--- config.mk ---
export PLATFORM = sky130hd
export DESIGN_NAME = regmove_seq
export DESIGN_NICKNAME = d
export VERILOG_FILES = /design/src/rtl/regmove_seq.sv
export SDC_FILE = /design/constraint.sdc
export NUM_CORES = 1
export LEC_CHECK = 0
export BUFFER_PORTS_ARGS = -buffer_cell sky130_fd_sc_hd__buf_2
export CORE_MARGIN = 1.5
export CORE_UTILIZATION = 41
export DETAILED_ROUTE_END_ITERATION = 16
export MAX_ROUTING_LAYER = met4
export PLACE_DENSITY_LB_ADDON = 0.2
export SLEW_MARGIN = 10
export SYNTH_ARGS = -nofsm -noshare
export SYNTH_HDL_FRONTEND = slang
export SYNTH_SLANG_ARGS = --single-unit
export TNS_END_PERCENT = 1
--- constraint.sdc ---
create_clock -name clk -period 2.42 [get_ports clk]
set_input_delay 0.484 -clock clk [delete_from_list [all_inputs] [get_ports clk]]
set_output_delay 0.484 -clock clk [all_outputs]
set_load 0.02 [all_outputs]
--- src/rtl/regmove_seq.sv ---
module regmove_seq #(
  parameter int DATA_W = 32,
  parameter int ADDR_W = 32,
  parameter int IDX_W  = 4
) (
  input  logic              clk,
  input  logic              rst_n,
  input  logic              start,
  input  logic              push,
  input  logic [7:0]        mask,
  input  logic [ADDR_W-1:0] sp_in,
  output logic              busy,
  output logic              done,
  output logic [IDX_W-1:0]  rf_rd_idx,
  input  logic [DATA_W-1:0] rf_rd_data,
  output logic              rf_we,
  output logic [IDX_W-1:0]  rf_wr_idx,
  output logic [DATA_W-1:0] rf_wr_data,
  output logic              sp_we,
  output logic [ADDR_W-1:0] sp_wr_data,
  output logic              mem_req_valid,
  input  logic              mem_req_ready,
  output logic              mem_req_write,
  output logic [ADDR_W-1:0] mem_req_addr,
  output logic [DATA_W-1:0] mem_req_wdata,
  input  logic              mem_rsp_valid,
  input  logic [DATA_W-1:0] mem_rsp_rdata
);

  localparam int SLOTS = 12;
  localparam int GAP   = SLOTS - 1;
  localparam int POS_W = $clog2(SLOTS);
  localparam logic [ADDR_W-1:0] STEP = ADDR_W'(DATA_W / 8);

  typedef enum logic [1:0] {S_IDLE, S_STEP, S_WAIT, S_FIN} st_t;

  st_t               st;
  logic              dir_q;
  logic [SLOTS-1:0]  rem, rem_nxt, sel_in;
  logic [ADDR_W-1:0] cur, cur_nxt;
  logic [POS_W-1:0]  pos;
  logic [IDX_W-1:0]  reg_idx;
  logic              is_gap, advance;

  // slot 0..3: D2 D3 A2 A3; slot 4..10: group; slot 11: gap word
  assign sel_in = {{8{mask[3]}}, mask[4], mask[5], mask[6], mask[7]};

  always_comb begin
    pos = '0;
    for (int i = 0; i < SLOTS; i++) begin
      if (dir_q) begin
        if (rem[SLOTS-1-i]) pos = POS_W'(SLOTS - 1 - i);
      end else if (rem[i]) begin
        pos = POS_W'(i);
      end
    end
  end

  always_comb begin
    case (pos)
      4'd0:    reg_idx = IDX_W'(2);
      4'd1:    reg_idx = IDX_W'(3);
      4'd2:    reg_idx = IDX_W'(6);
      4'd3:    reg_idx = IDX_W'(7);
      4'd4:    reg_idx = IDX_W'(0);
      4'd5:    reg_idx = IDX_W'(1);
      4'd6:    reg_idx = IDX_W'(4);
      4'd7:    reg_idx = IDX_W'(5);
      4'd8:    reg_idx = IDX_W'(8);
      4'd9:    reg_idx = IDX_W'(9);
      default: reg_idx = IDX_W'(10);
    endcase
  end

  assign is_gap  = (pos == POS_W'(GAP));
  assign rem_nxt = rem & ~(SLOTS'(1) << pos);
  assign cur_nxt = dir_q ? cur - STEP : cur + STEP;

  assign busy          = (st != S_IDLE);
  assign done          = (st == S_FIN);
  assign sp_we         = done;
  assign sp_wr_data    = cur;
  assign rf_rd_idx     = reg_idx;
  assign mem_req_valid = (st == S_STEP) && !is_gap;
  assign mem_req_write = dir_q;
  assign mem_req_addr  = dir_q ? cur - STEP : cur;
  assign mem_req_wdata = rf_rd_data;
  assign rf_we         = (st == S_WAIT) && mem_rsp_valid;
  assign rf_wr_idx     = reg_idx;
  assign rf_wr_data    = mem_rsp_rdata;
  assign advance       = ((st == S_STEP) && (is_gap || (dir_q && mem_req_ready))) || rf_we;

  always_ff @(posedge clk) begin
    if (!rst_n) begin
      st    <= S_IDLE;
      dir_q <= 1'b0;
      rem   <= '0;
      cur   <= '0;
    end else begin
      case (st)
        S_IDLE: if (start) begin
          dir_q <= push;
          rem   <= sel_in;
          cur   <= sp_in;
          st    <= (|sel_in) ? S_STEP : S_FIN;
        end
        S_STEP, S_WAIT: begin
          if (advance) begin
            rem <= rem_nxt;
            cur <= cur_nxt;
            st  <= (|rem_nxt) ? S_STEP : S_FIN;
          end else if (st == S_STEP && mem_req_valid && mem_req_ready) begin
            st <= S_WAIT;
          end
        end
        default: st <= S_IDLE;
      endcase
    end
  end


  done_pulse_chk: assert property (@(posedge clk) disable iff (!rst_n)
    done |=> !done);


  req_hold_chk: assert property (@(posedge clk) disable iff (!rst_n)
    (mem_req_valid && !mem_req_ready) |=>
      (mem_req_valid && $stable(mem_req_addr) && $stable(mem_req_write)));


  zero_mask_chk: assert property (@(posedge clk) disable iff (!rst_n)
    (start && !busy && mask[7:3] == 5'd0) |=> (done && !mem_req_valid && sp_wr_data == $past(sp_in)));


  push_addr_step_chk: assert property (@(posedge clk) disable iff (!rst_n)
    (mem_req_valid && mem_req_ready && mem_req_write) |=>
      (!mem_req_valid || mem_req_addr == $past(mem_req_addr) - STEP));


  sp_quiet_chk: assert property (@(posedge clk) disable iff (!rst_n)
    sp_we |-> (!mem_req_valid && !rf_we));


  push_no_rfw_chk: assert property (@(posedge clk) disable iff (!rst_n)
    (mem_req_valid && mem_req_write) |=> !rf_we);

endmodule

### Word level (Yosys, flattened, before mapping)

Memories as Yosys holds them, arrays and structs flattened.
Cells that the tools add are included.

* add/subtract/negate cells: 2
* bitwise operators: 2
* shifts and indexed selects: 1
* reductions and logical operators: 18
* multiplexer cells: 49
* eq/ne operators: 7

Operators by type and width (count)
* $mux 4: 35
* $mux 32: 4
* $pmux 32 s2: 1
* $add 32x3->32 const B: 1
* $sub 32x3->32 const B: 1
* $mux 12: 2
* $pmux 12 s2: 1
* $and 12x12->12: 1
* $not 12->12: 1
* $reduce_or 12->1: 1
* $shl 1x4->12 const A: 1
* $mux 2: 5
* $logic_and 1x1->1: 6
* $reduce_or 5->1: 1
* $eq 2x2->1 const B: 2
* $eq 4x4->1 const B: 1
* $ne 2x2->1 const B: 2
* $pmux 2 s2: 1
* $reduce_and 2->1: 2
* $reduce_bool 2->1: 2
* $ne 3x3->1 const B: 1
* $reduce_and 3->1: 1
* $eq 2x1->1 const B: 1
* $logic_not 2->1: 1
* 3 further kinds: 4

* memory bits (read-only): 64
* output and inout port bits: 142
* word-level logic and storage cells: 84
* input bits: 110
* memories kept: 1
* register bits after elaboration: 47

Memory list
* (name not given): words 16, bits a word 4, read ports 1, clocked after memory_dff 0, write ports 0, line 60 `case (pos)`

### Longest topological paths before layout

* word-level depth: 32
* gate-level depth with buffers: 13
* mapped depth without buffers: 10

### Worst setup path before layout

No wires, ideal clock.

* path kind: reg-to-output
* start point: register cur[4], in the netlist sp_wr_data[4]
* end point: output port mem_req_addr[31]
* arrival: 2.390 ns
* required time: 1.936 ns
* cell stages (with the launch flop): 8
* path slack: -0.454 ns
* buffers on the path: 1
* cell sequence: dfxtp_1 -> buf_2 -> nor3_1 -> nand4_2 -> or3_1 -> nor3_2 -> nor3b_2 -> xor2_1

* longest elaborated chain between the ends: 2

Ends and longest elaborated chain
* start, declared: line 40 `logic [ADDR_W-1:0] cur, cur_nxt;`
* start signal, assigned: line 104 `cur <= sp_in;`
* start signal, assigned: line 110 `cur <= cur_nxt;`
* $sub 32x3->32: line 86 `assign mem_req_addr = dir_q ? cur - STEP : cur;`
* $mux 32: line 86
* end, declared: line 24 `output logic [ADDR_W-1:0] mem_req_addr,`

No other way between the ends.

### Final worst setup path

* start point: register cur[9], in the netlist sp_wr_data[9]
* end point: output port mem_req_addr[30]

Same word-level chain as after synthesis.

==> impl_results.md <==
- Status: finished, violations left
- Violated checks: setup timing
- RSZ-0062 raised after global routing: yes
- GRT overflow: 0
- Initial antenna violation count: 0
- Via count: 5118
- Placed Cells: 896
- R2R cell count: 11
- Post-synthesis adder-cell area fraction: 0.02191
- Simple-gate share of the synthesized area: 0.2453
- Relative slew slack: 0.5398
- H-tree depth: 2
- HP Class: in -> reg
- Req. time, crit path: 1.94 ns
- Max-Cap Viols: 0
- Library cells used by synthesis: 65
- Residual DRC: 0
- IO buf count: 120
- Routed wire length: 14900 um
- FMAX: 359.0 MHz
- Comb power frac: 0.797
- Chip Height: 108.6 um
- Row count: 38
- Async SR Flop Fraction: 0
- Worst EP arrival: 2.30 ns
- Post-Synthesis Cells: 647
- Int Pwr: 4.567 mW
- DPL Wire Length: 11230 um
- Die ar.: 11790 um^2
- Nets: 883
- Crit path capture type: output port
- Pwr per Cell Area: 1587 nW/um^2
- Die width: 108.6 um
- Fin Setup TNS: -4.492 ns
- Cell Count, Final, Fillers Out: 905
- Final setup skew: 0.009525 ns
- Initial DRC count: 319
- Yosys reg bits: 47
- GRT Util Overall: 0.2518
- Final worst slack: -0.3653 ns
- Tcrit/Tclk final: 1.151
- Ys Warns: 0
- Final Critical Period: 2.785 ns
- Worst setup path category: reg -> out
- Clk root buf: clkbuf_8
- Post-synthesis sequential area ratio: 0.2059
- Critical path startpoint category: flip-flop
- Syn Area/Cell: 7.062 um^2
- Placer Congestion: 0.9369
- Hold slack final: 0.4121 ns
- Clk buf depth: 2
- XOR/XNOR share of the synthesized area: 0.05559
- Final setup fails: 41
- Post-Syn Nets: 765
- Largest family of logic cells by synthesized area: compound AO/OA/AOI/OAI gates
- Routed vias/inst: 5.655
- Core ar.: 10840 um^2
- Starting Density: 0.4215
- Io pins: 252
- Hold buffer count at CTS: 0
- Placed inst area: 5468 um^2
- Clock-pin slew on the worst setup and hold paths: 0.09 ns
- Clock share of power: 0.054
- Wire length per cell: 16.47 um
- Net Sw Frac: 0.5209
- P_leak: 2.589 nW
- CTS Buf Count: 5
- Largest net degree at the start of global routing: 51
- Multiplexer share of the synthesized area: 0.006846
- Worst-Skew Late Latency: 0.31 ns
- First-pass DRT Iterations: 6
- Number of diodes: 0
- Clock sinks: 47
- Share of layout cells above drive strength 1: 0.4301
- Post-DRT Antenna Nets: 0
- Count of pins over their slew limit: 0
- EDFF count, synth: 0
- Worst Hold Depth: 3
- Maximum VDD drop: 1.130 mV
- Hold Fails Final Rpt: 0
- Compound-gate portion of the synthesized area: 0.2711
- Crit path max fanout: 3
- CTS tree: yes
- Mapped cell area: 4569 um^2
- Switch Pwr: 4.966 mW
- Final instance area: 6008 um^2
- Area grow syn2layout: 31.49%
- Sequential share of power: 0.150
- Main flop type after synthesis: dfxtp_1
- FF-to-FF setup slack: -0.13 ns
- Slew @ Worst Pin: 0.6839 ns
- First-pass GRT wire length: 23030 um
- Vias in the first global route: 4774
## per-stage QoR
step                      power (mW)  utilization  setup slack [ns]
after global routing           10.23       0.5542           -0.4673
after global placement         8.027       0.5044           -0.1305
after floorplan                5.848            -           -0.1369
after detailed placement       8.097       0.5044           -0.1462
after CTS                      9.052       0.5314           -0.4382
final                          9.533       0.5542           -0.3653
## worst paths after layout
| check | start | endpoint |
|---|---|---|
| max | sp_wr_data[9]$_SDFFE_PN0P_ | mem_req_addr[30] |
| min | sp_in[0] | sp_wr_data[0]$_SDFFE_PN0P_ |
| max reg2reg | mem_req_write$_SDFFE_PN0P_ | sp_wr_data[16]$_SDFFE_PN0P_ |
| min reg2reg | sp_wr_data[0]$_SDFFE_PN0P_ | sp_wr_data[0]$_SDFFE_PN0P_ |
## per-layer routing
| metal | track usage | part of all wire |
|---|---|---|
| met5 | - | 0 |
| met4 | 0.07801 | 0.018 |
| met3 | 0.03195 | 0.069 |
| met2 | 0.4245 | 0.48 |
| met1 | 0.3122 | 0.43 |
## worst max-delay path, stage by stage (launching register included)
cell	delay (ns)
dfxtp_2	0.34
nor4_4	0.29
buf_4	0.19
nand3_4	0.08
nand4b_1	0.26
nand2b_4	0.20
nor4_4	0.20
buf_4	0.15
xor2_1	0.14
buf_4	0.16
## state kept, by name (all words and copies together) (netlist names)
signal	cells
st	2
sp_wr_data	32
rem	12
mem_req_write	1
## kinds of logic after synthesis
kind of cell,count (synthesis)
xor+xnor,29
mux,3
flops,47
buf+inv,149
fa+ha+maj,8
compound gates,191
simple gates,220
## repair_timing
action,4_1_cts,5_1_grt
buffers inserted,0,2
endpoints found under the setup margin,64,72
resized for setup,48,65
pin swaps,18,24
## cell usage in the layout, fill, tap and decap left out, drive strengths merged, types with 10 or more instances in the layout
master    n
nor3     45
o22ai    15
nand2    30
o21ai    23
xnor2    24
dfxtp    47
nor4     13
a31oi    11
buf     226
nand3    10
a21oi    84
nor2     64
and2     20
inv      32
## layout make-up
cell class	count	area [um^2]
fill	1036	4832
sequential	47	960.9
clock inverter	1	5.005
timing repair buffer	226	1503
multi-input combinational	451	3154
inverter	34	127.6
clock buffer	6	82.58
tap	140	175.2
## Yosys cell counts, types with 3 or more instances
cell / number / area [um^2]
o22a_1: 7 / 61.31
ha_1: 8 / 100.1
buf_2: 4 / 20.02
a21oi_2: 12 / 105.1
nor3_1: 44 / 220.2
o21ai_0: 23 / 115.1
a22oi_1: 5 / 37.54
and4_1: 4 / 35.03
clkbuf_1: 32 / 120.1
buf_6: 7 / 78.83
o211ai_1: 3 / 22.52
buf_4: 71 / 533.0
a211oi_2: 3 / 37.54
nand2b_1: 5 / 31.28
xnor2_1: 24 / 210.2
nor2b_1: 6 / 37.54
and2_1: 20 / 125.1
a21oi_1: 72 / 360.4
nand3_1: 10 / 50.05
a41oi_1: 4 / 35.03
o31ai_1: 4 / 30.03
nor4_1: 13 / 81.33
inv_1: 32 / 120.1
nand2_1: 30 / 112.6
xor2_1: 5 / 43.79
nand4_1: 6 / 37.54
o22ai_1: 15 / 93.84
and3_1: 3 / 18.77
a21o_1: 8 / 60.06
dfxtp_1: 47 / 940.9
a31oi_1: 11 / 68.82
nor2_1: 63 / 236.5
a211oi_1: 3 / 22.52
## power by group through the flow
stage                     clock network [mW]  registers (mW)  logic [mW]
after floorplan                            0            1.59        4.26
after global placement                     0            1.35        6.68
after detailed placement                   0            1.36        6.74
after CTS                              0.527            1.38        7.14
after global routing                   0.553            1.47        8.21
final                                  0.513            1.43        7.59
(Power assumes the default switching activity.)
